**src/rtl/ppf_pkg.sv**
```systemverilog
package ppf_pkg;

  // Port-to-host request: enough bytes are waiting to be read.
  function automatic logic rev_hit(int unsigned lvl, int unsigned thr, int unsigned depth);
    return lvl >= (depth - thr);
  endfunction

  // Host-to-port request: enough space is free to be written.
  function automatic logic fwd_hit(int unsigned lvl, int unsigned thr);
    return lvl <= thr;
  endfunction

endpackage

```
**src/rtl/ppf_store.sv**
```systemverilog
module ppf_store #(
  parameter int DEPTH = 16,
  parameter int DW    = 8,
  localparam int AW   = $clog2(DEPTH)
) (
  input  logic          clk,
  input  logic          put_ok,
  input  logic [AW-1:0] wr_ptr,
  input  logic [DW-1:0] put_data,
  input  logic [AW-1:0] rd_ptr,
  output logic [DW-1:0] head
);
  logic [DW-1:0] mem [DEPTH];

  always_ff @(posedge clk) begin
    if (put_ok) mem[wr_ptr] <= put_data;
  end

  assign head = mem[rd_ptr];
endmodule

```
**src/rtl/ppf_ctrl.sv**
```systemverilog
module ppf_ctrl #(
  parameter int DEPTH = 16,
  localparam int AW   = $clog2(DEPTH),
  localparam int CW   = AW + 1
) (
  input  logic          clk,
  input  logic          rst_n,
  input  logic          dir_rev,
  input  logic          put_req,
  input  logic          take_req,
  output logic          put_ok,
  output logic          take_ok,
  output logic          flush,
  output logic [AW-1:0] wr_ptr,
  output logic [AW-1:0] rd_ptr,
  output logic [CW-1:0] level
);
  localparam logic [CW-1:0] LVL_FULL = CW'(DEPTH);

  logic dir_q;
  logic at_full, at_empty;

  assign at_full  = (level == LVL_FULL);
  assign at_empty = (level == '0);
  assign flush    = (dir_rev != dir_q);
  assign put_ok   = put_req  && !flush && !at_full;
  assign take_ok  = take_req && !flush && !at_empty;

  always_ff @(posedge clk or negedge rst_n) begin
    if (!rst_n) begin
      dir_q  <= 1'b0;
      wr_ptr <= '0;
      rd_ptr <= '0;
      level  <= '0;
    end else begin
      dir_q <= dir_rev;
      if (flush) begin
        wr_ptr <= '0;
        rd_ptr <= '0;
        level  <= '0;
      end else begin
        if (put_ok)  wr_ptr <= wr_ptr + 1'b1;
        if (take_ok) rd_ptr <= rd_ptr + 1'b1;
        case ({put_ok, take_ok})
          2'b10:   level <= level + 1'b1;
          2'b01:   level <= level - 1'b1;
          default: level <= level;
        endcase
      end
    end
  end

  a_r6_level_bounded: assert property (@(posedge clk) disable iff (!rst_n)
    level <= LVL_FULL);

  a_r7_full_store_held: assert property (@(posedge clk) disable iff (!rst_n)
    (put_req && at_full && !take_req && !flush) |=> (level == LVL_FULL));

  a_r8_empty_take_held: assert property (@(posedge clk) disable iff (!rst_n)
    (take_req && at_empty && !put_req && !flush) |=> (level == '0));

  a_r9_flush_empties: assert property (@(posedge clk) disable iff (!rst_n)
    flush |=> (level == '0) && (wr_ptr == rd_ptr));

  a_r11_both_keep: assert property (@(posedge clk) disable iff (!rst_n)
    (put_ok && take_ok) |=> $stable(level));
endmodule

```
**src/rtl/ppf_irq.sv**
```systemverilog
module ppf_irq #(
  parameter int DEPTH = 16,
  localparam int AW   = $clog2(DEPTH),
  localparam int CW   = AW + 1
) (
  input  logic          dir_rev,
  input  logic          svc_mask,
  input  logic [AW-1:0] thresh,
  input  logic [CW-1:0] level,
  output logic          irq
);
  import ppf_pkg::*;

  logic rev_req, fwd_req;

  assign rev_req = rev_hit(int'(level), int'(thresh), DEPTH);
  assign fwd_req = fwd_hit(int'(level), int'(thresh));
  assign irq     = !svc_mask && (dir_rev ? rev_req : fwd_req);
endmodule

```
**src/rtl/ppf_thresh_fifo.sv**
```systemverilog
module ppf_thresh_fifo #(
  parameter int DEPTH = 16,
  parameter int DW    = 8,
  localparam int AW   = $clog2(DEPTH),
  localparam int CW   = AW + 1
) (
  input  logic          clk,
  input  logic          rst_n,
  input  logic          dir_rev,
  input  logic [AW-1:0] thresh,
  input  logic          svc_mask,
  input  logic          host_wr,
  input  logic [DW-1:0] host_wdata,
  input  logic          host_rd,
  input  logic          per_push,
  input  logic [DW-1:0] per_wdata,
  input  logic          per_pop,
  output logic [DW-1:0] head_data,
  output logic [CW-1:0] fill_level,
  output logic          full,
  output logic          empty,
  output logic          irq
);
  logic          put_req, take_req, put_ok, take_ok, flush;
  logic [DW-1:0] put_data;
  logic [AW-1:0] wr_ptr, rd_ptr;
  logic [CW-1:0] level;

  // The direction selects which side stores and which side removes.
  assign put_req  = dir_rev ? per_push  : host_wr;
  assign take_req = dir_rev ? host_rd   : per_pop;
  assign put_data = dir_rev ? per_wdata : host_wdata;

  ppf_ctrl #(.DEPTH(DEPTH)) u_ctrl (
    .clk, .rst_n, .dir_rev, .put_req, .take_req,
    .put_ok, .take_ok, .flush, .wr_ptr, .rd_ptr, .level
  );

  ppf_store #(.DEPTH(DEPTH), .DW(DW)) u_store (
    .clk, .put_ok, .wr_ptr, .put_data, .rd_ptr, .head(head_data)
  );

  ppf_irq #(.DEPTH(DEPTH)) u_irq (
    .dir_rev, .svc_mask, .thresh, .level, .irq
  );

  assign fill_level = level;
  assign full       = (level == CW'(DEPTH));
  assign empty      = (level == '0);

  a_r5_mask_quiet: assert property (@(posedge clk) disable iff (!rst_n)
    svc_mask |-> !irq);

  a_r6_flags_exclusive: assert property (@(posedge clk) disable iff (!rst_n)
    !(full && empty));

  a_r2_store_ok_needs_side: assert property (@(posedge clk) disable iff (!rst_n)
    put_ok |-> (dir_rev ? per_push : host_wr));
endmodule

```
**config.mk**
```make
export PLATFORM = sky130hd
export DESIGN_NAME = ppf_thresh_fifo
export DESIGN_NICKNAME = d
export VERILOG_FILES = /design/src/rtl/ppf_pkg.sv /design/src/rtl/ppf_store.sv /design/src/rtl/ppf_ctrl.sv /design/src/rtl/ppf_irq.sv /design/src/rtl/ppf_thresh_fifo.sv
export SDC_FILE = /design/constraint.sdc
export NUM_CORES = 1
export LEC_CHECK = 0
export ABC_AREA = 1
export BUFFER_PORTS_ARGS = -buffer_cell sky130_fd_sc_hd__buf_4
export CAP_MARGIN = 20
export CORE_MARGIN = 3
export CORE_UTILIZATION = 50
export CTS_CLUSTER_DIAMETER = 40
export DETAILED_ROUTE_END_ITERATION = 8
export PLACE_DENSITY = 0.67
export SYNTH_ARGS = -nofsm -noshare
export SYNTH_HDL_FRONTEND = slang
export SYNTH_HIERARCHICAL = 1
export SYNTH_SLANG_ARGS = --single-unit
```
**constraint.sdc**
```tcl
create_clock -name clk -period 2.25 [get_ports clk]
set_input_delay 0.45 -clock clk [delete_from_list [all_inputs] [get_ports clk]]
set_output_delay 0.45 -clock clk [all_outputs]
set_load 0.005 [all_outputs]
```
# Word level (Yosys, flattened, before mapping)
# Memories as Yosys holds them, arrays and structs flattened.
# Index checks and enable logic that the tools add are counted.
# W data, S select, Z words.
op_classes:
  n_mux: 12
  magnitude_cmp: 2
  addsub: 5
  reduce_logical: 13
  n_eq_ne: 4
ops:
  columns: ["operator", "n"]
  rows:
  - ["$ge A5 B32 Y1", 1]
  - ["$mux W4", 4]
  - ["$pmux W5 S2", 1]
  - ["$add A4 B1 Y4 const B", 2]
  - ["$mux W8", 1]
  - ["$sub A5 B4 Y6 const A", 1]
  - ["$add A5 B1 Y5 const B", 1]
  - ["$eq A5 B5 Y1 const B", 1]
  - ["$le A5 B4 Y1", 1]
  - ["$logic_and A1 B1 Y1", 5]
  - ["$logic_not A5 Y1", 1]
  - ["$mux W1", 5]
  - ["$mux W5", 1]
  - ["$sub A5 B1 Y5 const B", 1]
  - ["$logic_not A1 Y1", 4]
  - ["$reduce_bool A2 Y1", 2]
  - ["$reduce_bool A3 Y1", 1]
  - ["$eq A2 B1 Y1 const B", 1]
  - ["$eq A2 B2 Y1 const B", 1]
  - ["$ne A1 B1 Y1", 1]
word_totals:
  out_inout_bits: 16
  memories: 1
  mem_bits_rw: 128
  register_bits: 14
memory_table:
  columns: ["memory", "depth", "word_bits", "read_ports", "rd_ports_with_merged_regs", "wr", "line", "source"]
  rows:
  - ["u_store.mem", 16, 8, 1, 0, 1, "ppf_store.sv:13", "logic [DW-1:0] mem [DEPTH];"]

# Depth between registers and ports, before layout
logic_depth:
  word_depth: 7
  mapped_depth: 17

# Cells and area by module
# The synthesis kept the hierarchy.
modules_own_cells:
  columns: ["mod", "n_inst", "area_per_inst_um2", "seq_area_each_um2", "cells_each"]
  rows:
  - ["ppf_store", 1, 5606.6, 3843.7, 543]
  - ["ppf_ctrl", 1, 909.6, 350.3, 105]
  - ["ppf_irq", 1, 289.0, 0.0, 50]
  - ["ppf_thresh_fifo", 1, 207.7, 0.0, 38]

# Worst setup path before layout
# Ideal clock, no wire load.
synth_path:
  path_kind: "input -> register"
  startpoint: "input port dir_rev"
  endpoint: "register u_ctrl.level[4]"
  setup_slack_ns: 0.092
  cell_stages: 14
  arrival_time_ns: 2.042
  n_path_buf: 1
  cell_sequence: "buf_6 o21ai_2 nand3_2 nor2_4 nor2_2 ha_1 a21oi_1 nand3_1 nand2_1 inv_1 nand2_1 nand2_1 nand2_1 nand2_1"
synth_between:
  elab_cells_between_ends: 13
  classes_between: "3 x eq/ne; 4 x mux; 6 x reduce/logical"
synth_rtl:
  columns: ["element", "line", "source"]
  rows:
  - ["start: declaration", "ppf_thresh_fifo.sv:9", "input logic dir_rev,"]
  - ["$mux W1 *", "ppf_thresh_fifo.sv:30", "assign put_req = dir_rev ? per_push : host_wr;"]
  - ["net put_req", "ppf_thresh_fifo.sv:24", "logic put_req, take_req, put_ok, take_ok, flush;"]
  - ["$logic_and A1 B1 Y1 * (2 in series)", "ppf_ctrl.sv:26", "assign put_ok = put_req && !flush && !at_full;"]
  - ["net put_ok", "ppf_thresh_fifo.sv:24", null]
  - ["$eq A2 B1 Y1 or $eq A2 B2 Y1 (tied branches)", "ppf_ctrl.sv:44", "case ({put_ok, take_ok})"]
  - ["$pmux W5 S2", "ppf_ctrl.sv:44", null]
  - ["$mux W5", "ppf_ctrl.sv:37", "if (flush) begin"]
  - ["end signal: assignment", "ppf_ctrl.sv:45", "2'b10: level <= level + 1'b1;"]
  - ["end signal: assignment", "ppf_ctrl.sv:46", "2'b01: level <= level - 1'b1;"]
  - ["end signal: assignment", "ppf_ctrl.sv:47", "default: level <= level;"]
  - ["end: declaration", "ppf_ctrl.sv:16", "output logic [CW-1:0] level"]
# Mark *: on every way through the listed nets, which the timed path passes. The rest lies on a longest branch.
# A chain may end at the register's enable or synchronous reset.

# Worst setup path after layout
layout_path:
  startpoint: "input port thresh[0]"
  endpoint: "output port irq"
layout_between:
  elab_chain_cells: 4
  elab_cells_between_ends: 5
  classes_between: "1 x add/sub; 2 x order compare; 1 x mux; 1 x reduce/logical"
layout_rtl:
  columns: ["element", "line", "source"]
  rows:
  - ["start: declaration", "ppf_thresh_fifo.sv:10", "input logic [AW-1:0] thresh,"]
  - ["$sub A5 B4 Y6", "ppf_pkg.sv:5", "return lvl >= (depth - thr);"]
  - ["$ge A5 B32 Y1", "ppf_pkg.sv:5", null]
  - ["$mux W1 *", "ppf_irq.sv:18", "assign irq = !svc_mask && (dir_rev ? rev_req : fwd_req);"]
  - ["$logic_and A1 B1 Y1 *", "ppf_irq.sv:18", null]
  - ["end: declaration", "ppf_thresh_fifo.sv:22", "output logic irq"]
# Every way passes the cells marked *; elsewhere a longest branch is shown, timed or not.

==> reports/qor.yml <==
setup.worst_path.class: "input port to output pin"
clkLatencyLatePin_ps: 420
wl_met3_um: 932
area_growth_pct: 24.53
max-cap-violations: 0
fillers: 1061
syn_area_um2: 7013
p_total_mw: 8.539
synth_top_area_share: 0.5481
cts_tree: "yes"
design.die.area_um2: 15480
wl_met1_mm: 6.966
regArea_um2: 4198
violations: "negative setup slack"
placed_area_um2: 7749
cp-startpoint: "thresh[0]"
io_buffers: 43
grt_pass1_wl_mm: 27.21
synthSimpleGateAreaFrac: 0.2378
highest_layer: "met4"
cts_buffers: 17
hpwlAfterDp_mm: 10.55
num_rows: 42
async_flop_share: 0.09859
yosys_register_bits: 142
dieHeight_um: 124.4
ys_top_cells_by_area: "edfxtp_1 (55%), nand2_1 (12%), nand3_1 (7.6%)"
synth_compound_area_frac: 0.02837
syn_nets: 779
crit_end: "irq"
hold_path_class: "input port to register"
dpl_worst_slack_ps: -19.79
worst_ep_required_time_ps: 1800
drive_above_1_share: 0.2482
fin_cells: 1018
drc: 0
critical_path.reg2reg.endpoint: "u_ctrl/level[4]"
cp-end-kind: "output pin"
dp.cells: 973
rsz0062_at_grt: "true"
synth_warnings: 6
multi_input_area_um2: 2346
hold_slack_ps: 245.5
power.density_nw_per_um2: 977.7
clkSinkCount: 142
synth_cell_types: 32
fin_ws_ps: -52.00
core_um2: 13450
synth.largest_area_cell: "edfxtp_1"
diodes: 0
setup_viol: 2
timing.fmax_mhz: 434.4
die_w_um: 124.4
muxShareOfSynthArea: 0
setup_tns_ps: -68.54
finalHoldViolations: 0
synth_top_family_by_area: "simple AND/OR/NAND/NOR gates"
top_level_ports: 44
utilization: 0.6492
fin_skew_ps: 7.795
drt-total-wl_mm: 17.27
start_util: 0.5213
cp_max_fo: 2
arrival_ps: 1850
grt.total_usage: 0.2239
leakage_nw: 3.927
drt-initial-drc-count: 461
grt_max_degree: 35
outcome: "finished with violations"
grt_pass1_vias: 5362
synth_adder_area_share: 0.02783
via_count: 5329
syn-instance-count: 736
r2r-start: "u_ctrl/level[0]"
nets: 873
synth_flop_cell: "edfxtp_1"
gpl.final_weighted_congestion: 0.8459
path_clk_slew_ps: 60
first_pass_iters: 5
dr_wl_met2_mm: 8.985
synthXorXnorAreaFrac: 0.006244
slew_headroom: 0.7626
antenna_left: 0
fin_crit_ps: 2302
final_area_um2: 8733
cts_buffer_depth: 2
antenna_found_initial: 0
synth_edf_count: 128
r2r_cells: 15
avgSynthCellArea_um2: 9.529
cts-root-buf: "clkbuf_16"
r2r_setup_slack_ps: 90
wl_per_cell_um: 16.96
peakVddDrop_uv: 532.2
avgViaCountPerCell: 5.235
final_max_slew_viol_count: 0
cts_max_level: 4
gr-total-overflow: 0
yosysSeqAreaShare: 0.5980
fin_crit_sh: 1.023
start_kind: "input port"
tightest_slew_ps: 355.4
-- cell type report --
type                            instances  area share
Sequential cell                       142      0.4807
Tap cell                              176     0.02521
Multi-Input combinational cell        429      0.2686
Timing Repair Buffer                  101      0.1030
Inverter                              139     0.06160
Clock inverter                         12     0.01132
Clock buffer                           19     0.04957
-- power breakdown --
part	internal, mW	leakage (nW)	switching [mW]
Clock	1.50	0.256	1.04
Combinational	1.23	2.33	1.65
Sequential	3.02	1.34	0.102
-- cells by family after synthesis --
kind of cell             after synthesis
adder cells (fa/ha/maj)               15
buffers and inverters                165
AO/OA/AOI/OAI                         28
AND/OR/NAND/NOR                      381
XOR/XNOR                               5
flip-flops                           142
-- sequential cells by signal, indices dropped and copies added, names as in the netlist --
signal and cells:
u_store/mem 128, u_ctrl/level 5, u_ctrl/rd_ptr 4, u_ctrl/wr_ptr 4, u_ctrl/dir_q 1
-- layer usage --
| layer | GRT usage | vias to the layer above |
|---|---|---|
| met2 | 0.3896 | 190 |
| met4 | 0.08962 | 0 |
| met3 | 0.04846 | 33 |
| met5 | 0 | - |
| li1 | - | 2553 |
| met1 | 0.2708 | 2553 |
-- cell usage in the layout (no fill, tap or decap), types with 2 or more instances in the layout --
cell        netlist  routed
nand2_1         219     212
inv_1           134     129
edfxtp_1        128     128
nand3_1         107      88
buf_4             4      87
nor2_1           35      31
nand3_2           2      21
clkbuf_16         0      18
dfrtp_1          14      11
o21ai_2          10      10
nand2_2           4      10
ha_4              0       7
inv_2             4       6
nor2_2            2       6
o21ai_0           6       6
ha_1             14       6
clkinv_2          0       5
buf_12            0       5
buf_6             8       5
a21oi_1           7       5
clkinvlp_4        0       4
nand2_4           3       4
nor2_4            3       3
nand3b_1          3       3
dfrtp_2           0       3
clkinv_4          0       2
clkbuf_1          0       2
buf_16            0       2
inv_4             1       2
a21oi_2           0       2
xnor2_1           2       2
a22o_1            2       2
xor2_2            0       2
-- how the worst min path moves through the flow --
stage / startpoint / endpoint / slack [ps] / cells past startpoint
4_1_cts: dir_rev / u_ctrl/dir_q / 230 / 1
3_3_place_gp: rst_n / u_ctrl/level[4] / 310 / 1
6_report: dir_rev / u_ctrl/dir_q / 250 / 1
2_1_floorplan: rst_n / u_ctrl/dir_q / 150 / 0
5_1_grt: dir_rev / u_ctrl/dir_q / 240 / 1
3_5_place_dp: rst_n / u_ctrl/level[4] / 320 / 1
-- what timing repair did --
item                                    4_1_cts  5_1_grt
gates cloned                                  2        1
buffers inserted                              8        3
pin swaps                                     3       18
resized for setup                            16       45
hold buffers                                  1        0
endpoints found under the setup margin        9       11
endpoints found under the hold margin        14        0
-- worst max-delay path, cell delays in order --
cell and delay (ps):
buf_4 120, inv_1 80, ha_2 280, inv_2 70, ha_4 210, nand2_2 70
nand3_1 100, nand2_1 90, nand2_1 70, a21oi_2 130, nor2_1 60, buf_4 130
-- synthesized netlist by cell type (2+ instances only) --
cell / number
a21oi_1: 7
a22o_1: 2
buf_2: 13
buf_4: 4
buf_6: 8
dfrtp_1: 14
edfxtp_1: 128
ha_1: 14
inv_1: 134
inv_2: 4
nand2_1: 219
nand2_2: 4
nand2_4: 3
nand3_1: 107
nand3_2: 2
nand3b_1: 3
nor2_1: 35
nor2_2: 2
nor2_4: 3
o21ai_0: 6
o21ai_2: 10
xnor2_1: 2
xor2_1: 3
(Power assumes the default switching activity.)
